<file path="src/rtl/cfgp_pkg.sv">
package cfgp_pkg;

  typedef struct packed {
    logic       en;
    logic [6:0] rsvd;
    logic [7:0] bus;
    logic [4:0] dev;
    logic [2:0] func;
    logic [5:0] dword;
    logic [1:0] mbz;
  } cfg_sel_t;

  function automatic logic [3:0] lanes_of(input logic [1:0] size);
    case (size)
      2'd0:    lanes_of = 4'b0001;
      2'd1:    lanes_of = 4'b0011;
      default: lanes_of = 4'b1111;
    endcase
  endfunction

  function automatic logic [31:0] bits_of(input logic [3:0] lanes);
    logic [31:0] m;
    for (int i = 0; i < 4; i++) m[i*8 +: 8] = {8{lanes[i]}};
    return m;
  endfunction

endpackage

</file>
<file path="src/rtl/cfgp_lane_align.sv">
module cfgp_lane_align
  import cfgp_pkg::*;
(
  input  logic [1:0]  off,
  input  logic [1:0]  size,
  input  logic [31:0] wdata,
  output logic [3:0]  be,
  output logic [31:0] wdata_sh
);
  logic [3:0]  base_lanes;
  logic [31:0] base_bits;
  logic [4:0]  shamt;

  always_comb begin
    base_lanes = lanes_of(size);
    base_bits  = bits_of(base_lanes);
    shamt      = {off, 3'b000};
    be         = base_lanes << off;
    wdata_sh   = (wdata & base_bits) << shamt;
  end
endmodule

</file>
<file path="src/rtl/cfgp_read_lane.sv">
module cfgp_read_lane
  import cfgp_pkg::*;
(
  input  logic [31:0] dword,
  input  logic [1:0]  off,
  input  logic [1:0]  size,
  output logic [31:0] rdata
);
  logic [4:0] shamt;
  always_comb begin
    shamt = {off, 3'b000};
    rdata = (dword >> shamt) & bits_of(lanes_of(size));
  end
endmodule

</file>
<file path="src/rtl/cfgp_sel_reg.sv">
module cfgp_sel_reg
  import cfgp_pkg::*;
(
  input  logic        clk,
  input  logic        rst_n,
  input  logic        wr_en,
  input  logic [3:0]  be,
  input  logic [31:0] wdata_sh,
  output cfg_sel_t    sel_q
);
  logic [31:0] q;

  always_ff @(posedge clk or negedge rst_n) begin
    if (!rst_n) begin
      q <= '0;
    end else if (wr_en) begin
      for (int i = 0; i < 4; i++)
        if (be[i]) q[i*8 +: 8] <= wdata_sh[i*8 +: 8];
    end
  end

  assign sel_q = cfg_sel_t'(q);

  AST_SEL_KEEP: assert property (@(posedge clk) disable iff (!rst_n)
    !wr_en |=> $stable(q));
endmodule

</file>
<file path="src/rtl/cfgp_target_decode.sv">
module cfgp_target_decode
  import cfgp_pkg::*;
#(
  parameter int DEV_W     = 5,
  parameter int HDR_BYTES = 64,
  localparam int NDEV     = 1 << DEV_W,
  localparam int HDR_DW   = HDR_BYTES / 4,
  localparam int DW_W     = $clog2(HDR_DW)
)(
  input  cfg_sel_t         sel,
  input  logic [NDEV-1:0]  dev_present,
  output logic             hit,
  output logic [DEV_W-1:0] dev,
  output logic [DW_W-1:0]  dword
);
  logic unused_fields;
  logic fields_ok;

  always_comb begin
    dev       = sel.dev[DEV_W-1:0];
    dword     = sel.dword[DW_W-1:0];
    fields_ok = sel.en && (sel.bus == 8'd0) && (sel.func == 3'd0) &&
                (int'(sel.dword) < HDR_DW);
    hit       = fields_ok && dev_present[dev];
  end

  assign unused_fields = ^{sel.rsvd, sel.mbz};
endmodule

</file>
<file path="src/rtl/cfg_port_decoder.sv">
module cfg_port_decoder
  import cfgp_pkg::*;
#(
  parameter int          DEV_W     = 5,
  parameter int          HDR_BYTES = 64,
  parameter logic [15:0] SEL_BASE  = 16'hCF8,
  parameter logic [15:0] DATA_BASE = 16'hCFC,
  localparam int         NDEV      = 1 << DEV_W,
  localparam int         DW_W      = $clog2(HDR_BYTES / 4)
)(
  input  logic             clk,
  input  logic             rst_n,
  input  logic             req_valid,
  output logic             req_ready,
  input  logic             req_write,
  input  logic [15:0]      req_port,
  input  logic [1:0]       req_size,
  input  logic [31:0]      req_wdata,
  output logic             rsp_valid,
  input  logic             rsp_ready,
  output logic [31:0]      rsp_rdata,
  output logic             rsp_ok,
  input  logic [NDEV-1:0]  dev_present,
  output logic             cfg_req,
  output logic             cfg_we,
  output logic [DEV_W-1:0] cfg_dev,
  output logic [DW_W-1:0]  cfg_dword,
  output logic [3:0]       cfg_be,
  output logic [31:0]      cfg_wdata,
  input  logic [31:0]      cfg_rdata
);
  logic        fire, in_sel_win, in_data_win, hit;
  logic [1:0]  off;
  logic [3:0]  be;
  logic [31:0] wdata_sh, sel_word, src_word, lane_out, rd_next;
  cfg_sel_t    sel_q;

  assign req_ready   = !rsp_valid || rsp_ready;
  assign fire        = req_valid && req_ready;
  assign off         = req_port[1:0];
  assign in_sel_win  = req_port[15:2] == SEL_BASE[15:2];
  assign in_data_win = req_port[15:2] == DATA_BASE[15:2];

  cfgp_lane_align u_align (
    .off(off), .size(req_size), .wdata(req_wdata),
    .be(be), .wdata_sh(wdata_sh)
  );

  cfgp_sel_reg u_sel (
    .clk(clk), .rst_n(rst_n),
    .wr_en(fire && req_write && in_sel_win),
    .be(be), .wdata_sh(wdata_sh), .sel_q(sel_q)
  );

  cfgp_target_decode #(.DEV_W(DEV_W), .HDR_BYTES(HDR_BYTES)) u_dec (
    .sel(sel_q), .dev_present(dev_present),
    .hit(hit), .dev(cfg_dev), .dword(cfg_dword)
  );

  assign sel_word = sel_q;
  assign src_word = in_sel_win ? sel_word : cfg_rdata;

  cfgp_read_lane u_rd (
    .dword(src_word), .off(off), .size(req_size), .rdata(lane_out)
  );

  assign cfg_req   = fire && in_data_win && hit;
  assign cfg_we    = req_write;
  assign cfg_be    = be;
  assign cfg_wdata = wdata_sh;

  always_comb begin
    if (in_sel_win || (in_data_win && hit)) rd_next = lane_out;
    else                                    rd_next = '1;
  end

  always_ff @(posedge clk or negedge rst_n) begin
    if (!rst_n) begin
      rsp_valid <= 1'b0;
      rsp_rdata <= '0;
      rsp_ok    <= 1'b0;
    end else if (fire) begin
      rsp_valid <= 1'b1;
      rsp_rdata <= req_write ? '0 : rd_next;
      rsp_ok    <= !(req_write && in_data_win && !hit);
    end else if (rsp_ready) begin
      rsp_valid <= 1'b0;
    end
  end

  AST_RSP_HOLD: assert property (@(posedge clk) disable iff (!rst_n)
    rsp_valid && !rsp_ready |=> rsp_valid && $stable(rsp_rdata) && $stable(rsp_ok));
  AST_STALL_BLOCKS: assert property (@(posedge clk) disable iff (!rst_n)
    rsp_valid && !rsp_ready |-> !req_ready);
  AST_RSP_FOLLOWS: assert property (@(posedge clk) disable iff (!rst_n)
    req_valid && req_ready |=> rsp_valid);
  AST_READ_OK: assert property (@(posedge clk) disable iff (!rst_n)
    req_valid && req_ready && !req_write |=> rsp_ok);
  AST_CFG_NEEDS_REQ: assert property (@(posedge clk) disable iff (!rst_n)
    cfg_req |-> req_valid && req_ready && (cfg_be != 4'b0000));
endmodule

</file>
<file path="config.mk">
export PLATFORM = sky130hd
export DESIGN_NAME = cfg_port_decoder
export DESIGN_NICKNAME = d
export VERILOG_FILES = /design/src/rtl/cfgp_pkg.sv /design/src/rtl/cfgp_lane_align.sv /design/src/rtl/cfgp_read_lane.sv /design/src/rtl/cfgp_sel_reg.sv /design/src/rtl/cfgp_target_decode.sv /design/src/rtl/cfg_port_decoder.sv
export SDC_FILE = /design/constraint.sdc
export NUM_CORES = 1
export LEC_CHECK = 0
export BUFFER_PORTS_ARGS = -buffer_cell sky130_fd_sc_hd__buf_4
export CAP_MARGIN = 10
export CORE_MARGIN = 3
export CORE_UTILIZATION = 48
export DETAILED_ROUTE_END_ITERATION = 8
export PLACE_DENSITY = 0.81
export SYNTH_ARGS = -nofsm -noshare
export SYNTH_HDL_FRONTEND = slang
export SYNTH_SLANG_ARGS = --single-unit
export TNS_END_PERCENT = 5
</file>
<file path="constraint.sdc">
create_clock -name clk -period 3.2 [get_ports clk]
set_input_delay 0.16 -clock clk [delete_from_list [all_inputs] [get_ports clk]]
set_output_delay 0.16 -clock clk [all_outputs]
set_load 0.01 [all_outputs]
</file>
======== Word-level counts from Yosys, hierarchy flattened ========
Index checks and enable logic that the tools add are counted.
operators by class
  add/subtract/negate cells ............... 0
  $mul .................................... 0
  divide/modulo/power cells ............... 0
  magnitude comparators ................... 2
  eq/ne operators ......................... 3
  shifts and indexed selects .............. 3
  multiplexer cells ....................... 8
  bitwise operators ....................... 2
  reduce and logical (&&, ||, !) cells .... 25
operator list
  kind                    number
  $mux W32                3
  $and A32 B32 Y32        2
  $shl A32 B5 Y32         1
  $shr A32 B5 Y32         1
  $eq A14 B10 Y1 const B  2
  $logic_and A1 B1 Y1     12
  $logic_not A8 Y1        1
  $pmux W4 S2             1
  $reduce_and A2 Y1       4
  $lt A5 B6 Y1 const B    1
  $lt A6 B5 Y1 const B    1
  $bmux W1 S5             1
  $shl A4 B2 Y4           1
  $logic_not A1 Y1        3
  $logic_not A3 Y1        1
  $mux W1                 3
  $eq A2 B1 Y1 const B    1
  $logic_not A2 Y1        1
  $logic_or A1 B1 Y1      2
  $reduce_bool A2 Y1      1
word-level totals
  register bits after elaboration ......... 66
  latch bits .............................. 0
  bits in writable memories ............... 0
  ROM bits ................................ 0
  memories kept ........................... 0

======== Longest topological paths before layout ========
  depth in word-level cells ............... 9
  mapped depth ............................ 9

======== Modules after synthesis ========
From an unflattened synthesis, not the netlist that was laid out.
second synthesis, totals
  cells, all modules ...................... 472
  area total of the unflattened synthesis .. 5062.4 µm²
modules (own cells, without submodules)
  module              instances  cells an instance  area each (µm²)  seq. area each (µm²)
  cfg_port_decoder    1          207                2217.1           850.8
  cfgp_sel_reg        1          68                 1186.1           800.8
  cfgp_read_lane      1          75                 650.6            0.0
  cfgp_lane_align     1          87                 596.8            0.0
  cfgp_target_decode  1          35                 411.6            0.0

======== Worst setup path after synthesis ========
Ideal clock, no wire load.
  path kind ............................... flip-flop to flip-flop
  start ................................... register u_sel.q[11] (netlist: u_sel.sel_q[11])
  end ..................................... register rsp_rdata[31]
  library setup time ...................... 0.124 ns
  data arrival time ....................... 2.631 ns
  data required time ...................... 3.076 ns
  path slack .............................. 0.445 ns
  cell stages (with the launch flop) ...... 10
  path buffers ............................ 3
  period minus slack after synthesis ...... 2.755 ns
  path through ............................ dfrtp_1 > buf_6 > buf_12 > mux2i_1 > mux4_2 > a311o_1 > a2111oi_4 > nor4_4 > buf_6 > a211o_1
on the way
  word-level cells in the longest chain between the ends .. 7
ends and longest elaborated chain
  element                            RTL line                  text
  from (decl)                        cfgp_sel_reg.sv:11        logic [31:0] q;
  from (signal, indexed assignment)  cfgp_sel_reg.sv:18        if (be[i]) q[i*8 +: 8] <= wdata_sh[i*8 +: 8];
  $bmux W1 S5                        cfgp_target_decode.sv:24  hit = fields_ok && dev_present[dev];
  $mux W1 (not written as such)      cfgp_target_decode.sv:24
  $logic_and A1 B1 Y1                cfgp_target_decode.sv:24
  $logic_and A1 B1 Y1                cfg_port_decoder.sv:73    if (in_sel_win || (in_data_win && hit)) rd_next = lane_out;
  $logic_or A1 B1 Y1                 cfg_port_decoder.sv:73
  $mux W32                           cfg_port_decoder.sv:73
  $mux W32                           cfg_port_decoder.sv:84    rsp_rdata <= req_write ? '0 : rd_next;
  to (signal assigned)               cfg_port_decoder.sv:84
  to (decl)                          cfg_port_decoder.sv:21    output logic [31:0] rsp_rdata,
No other way between the ends. The select of a mux whose other input is x is not followed.
A chain may end at the register's enable or synchronous reset.

======== Worst setup path in the final report ========
  start ................................... register u_sel.q[11] (netlist: u_sel.sel_q[11])
  end ..................................... output port cfg_req
on the way
  word-level cells in the longest chain between the ends .. 4
ends and longest elaborated chain
  element                        RTL line                  text
  $bmux W1 S5                    cfgp_target_decode.sv:24
  $mux W1 (not written as such)  cfgp_target_decode.sv:24
  $logic_and A1 B1 Y1            cfgp_target_decode.sv:24
  $logic_and A1 B1 Y1            cfg_port_decoder.sv:67    assign cfg_req = fire && in_data_win && hit;
  to (decl)                      cfg_port_decoder.sv:24    output logic cfg_req,
No other way between the ends. The select of a mux whose other input is x is not followed.

==> reports/qor.txt <==
run status: finished clean
Cell Chain, Critical Path: buf_4 > mux4_1 > a2bb2oi_1 > a221oi_1 > a2111oi_4 > buf_4 > and2_2 > buf_4
total placed cells including tap cells: 689
register area share after synthesis: 0.372
CTS tree: built
Hold Violations, Final: 0
Site Rows: 34
area of the multi-input gates: 0.00253 mm2
ant diodes: 0
Design Area, Final: 0.00613 mm2
I/O pin total: 201
Worst path most repeated cell: buf_4
WHS: 0.0150 ns
DR pass1 iterations: 5
Slowest-stage cell, CP: mux4_1
drt wl/cell: 22.8 um
Max Cap Viol: 0
final net count: 712
worst hold path class: in -> reg
max-slew violations: 0
GRT Util Overall: 0.305
Synth top area share: 0.372
grt total ovfl: 0
clock tree sinks: 66
Initial Utilization: 0.502
crit path max fanout: 10
die area: 0.0104 mm2
Synth area leader: dfrtp_1
Post-CTS Setup Bufs: 0
PortBufs: 200
DP HPWL: 12500 um
Setup CP Type: reg -> out
drc violations: 0
Buf/Inv on CP: 3
register area: 0.00165 mm2
Max rail drop VDD: 0.165 mV
Yosys warning total: 0
hold path endpoint: rsp_valid
required time worst endpoint: 3.04 ns
power per cell area: 371 mW/mm2
CP startpoint kind: flip-flop
CTS max path bufs: 2
Syn Area/Cell: 10.7 um2
fill count: 660
Mapped Nets: 534
post-route setup slack: 0.101 ns
initial antenna violation count: 0
cts bufs inserted: 9
CP arrival: 2.94 ns
LEAKAGE: 2.99 nW
Synth area leaders: dfrtp_1 37%, mux2_2 8.4%, mux4_2 8.1%, mux2i_1 7.9%, a221o_1 4.3%
Hold Startpoint: req_valid
RSZ-0062 raised after global routing: false
Root Buffer: clkbuf_8
clock slew at reported path FFs: 0.09 ns
worst-margin pin slew: 0.838 ns
crit share post-route: 0.969
RR Endpoint: rsp_rdata[22]
largest net degree at the start of global routing: 67
share of post-route cells with drive strength above 1: 0.485
Syn Inst Count: 415
Clk Latency, worst-skew pair: 0.34 ns
crit-path leading delay family: compound AO/OA/AOI/OAI gates
worst r2r src: u_sel.sel_q[11]
Critical Path End Type: output pin
fmax: 323 MHz
pre-CTS WS: 0.226 ns
DRT iter0 DRCs: 340
Reg2Reg Depth: 8
Die Y: 102 um
Via-to-Cell Ratio: 6.28
Syn Std Cell Area: 0.00444 mm2
vias in the first global route: 4326
minimum clock period: 3.10 ns
clk_skew: 0.0141 ns
core footprint: 0.00885 mm2
Area growth, synth to finish: 38.1%
Final Non-Filler Cells: 706
Rel. slew slack: 0.441
via count: 4436
slowest cell delay on critical path: 0.58 ns
reg2reg setup slack: 0.38 ns
first-pass GRT wire length: 23900 um
RePlAce Congestion: 0.988
final setup fails: 0
hold depth: 2
Post-DP Area: 0.00591 mm2
Yosys reg bits: 66
Die X: 102 um
Cell variety after synth: 47
H-tree levels: 3
ANT nets after route: 0
total negative setup slack: 0 ns
DRT Wirelength: 16100 um
-- how the worst max path moves through the flow --
stage	startpoint	to	slack (ns)	depth (start not counted)
after floorplan	u_sel.sel_q[11]	rsp_rdata[31]	0.45	9
after global placement	u_sel.sel_q[11]	rsp_rdata[26]	0.35	8
after detailed placement	u_sel.sel_q[11]	rsp_rdata[22]	0.23	8
after CTS	u_sel.sel_q[11]	cfg_req	0.09	8
after global routing	u_sel.sel_q[11]	cfg_req	0.01	8
final	u_sel.sel_q[11]	cfg_req	0.10	8
-- where the power goes --
| part | internal (mW) | leakage (nW) | switching (mW) |
|---|---|---|---|
| Combinational | 0.325 | 2.03 | 0.288 |
| Sequential | 0.892 | 0.855 | 0.0395 |
| Clock | 0.368 | 0.105 | 0.359 |
-- Yosys cell counts (all sizes together) --
| library cell | count |
|---|---|
| nand2b | 3 |
| and2b | 1 |
| clkbuf | 18 |
| a221o | 23 |
| nor4b | 1 |
| mux4 | 20 |
| a22oi | 1 |
| o22ai | 16 |
| and2 | 11 |
| a22o | 8 |
| a311o | 1 |
| dfrtp | 66 |
| mux2i | 35 |
| inv | 1 |
| nor2b | 3 |
| a211oi | 1 |
| nor3b | 1 |
| nand2 | 36 |
| nand4bb | 1 |
| or2 | 3 |
| a21oi | 20 |
| nor4 | 4 |
| a221oi | 1 |
| mux2 | 33 |
| o311ai | 1 |
| a2111oi | 1 |
| and3 | 10 |
| a2bb2oi | 1 |
| o21ai | 32 |
| nand3b | 2 |
| buf | 26 |
| nand4b | 1 |
| a211o | 1 |
| nor2 | 22 |
| nand4 | 4 |
| nand3 | 2 |
| nor3 | 2 |
| or4 | 2 |
-- layout by cell type, fill, tap and decap left out, types with 8 or more instances in the layout --
cell and count:
mux2i_1 35, mux4_2 16, o22ai_1 16, mux2_2 33, a22o_1 8, dfrtp_1 65
clkbuf_8 9, and3_1 10, and2_1 9, a21oi_1 20, nand2_1 36, o21ai_0 32
a221o_1 19, nor2_1 22, buf_4 209
-- sequential cells by signal, indices dropped and copies added, names as in the netlist --
register	count
rsp_rdata	32
rsp_ok	1
rsp_valid	1
u_sel.sel_q	32
-- cell type report --
| class | instances | area share |
|---|---|---|
| clock buffers | 9 | 0.0202 |
| clock inverters | 7 | 0.0127 |
| inverters | 1 | 0.000613 |
| multi-input cells | 304 | 0.414 |
| flip-flops and latches | 66 | 0.270 |
| well taps | 108 | 0.0221 |
| repair buffers | 211 | 0.261 |
-- repair_timing --
item,4_1_cts,5_1_grt
gates resized for setup,1,0
hold endpoints to repair,66,0
hold buffers,1,0
setup endpoints to repair,1,0
-- per-layer routing --
| metal | wire, um | global-route usage | share of wire |
|---|---|---|---|
| met5 | 0 | 0 | 0 |
| met4 | 395 | 0.0969 | 0.025 |
| met3 | 1430 | 0.0567 | 0.089 |
| met2 | 8070 | 0.509 | 0.50 |
| met1 | 6170 | 0.403 | 0.38 |
-- cells by family after synthesis --
family,synth area share
and+or+nand+nor,0.134
muxes,0.268
DFF,0.372
AOI/OAI and AO/OA,0.170
buffers and inverters,0.0569
-- worst reg2reg max path: cells and delay by family (launching register included) --
| family | cells | cell delay [ns] |
|---|---|---|
| AOI/OAI and AO/OA | 4 | 0.86 |
| and+or+nand+nor | 1 | 0.24 |
| muxes | 1 | 0.59 |
| DFF | 1 | 0.54 |
| buffers and inverters | 2 | 0.53 |
-- metrics by stage --
step	util	total power, mW
finish	0.692	2.27
global route	0.692	2.36
global placement	0.668	1.54
detailed placement	0.668	1.56
CTS	0.692	2.27
floorplan	-	1.21
No activity file was read; power rests on OpenSTA's default activity.
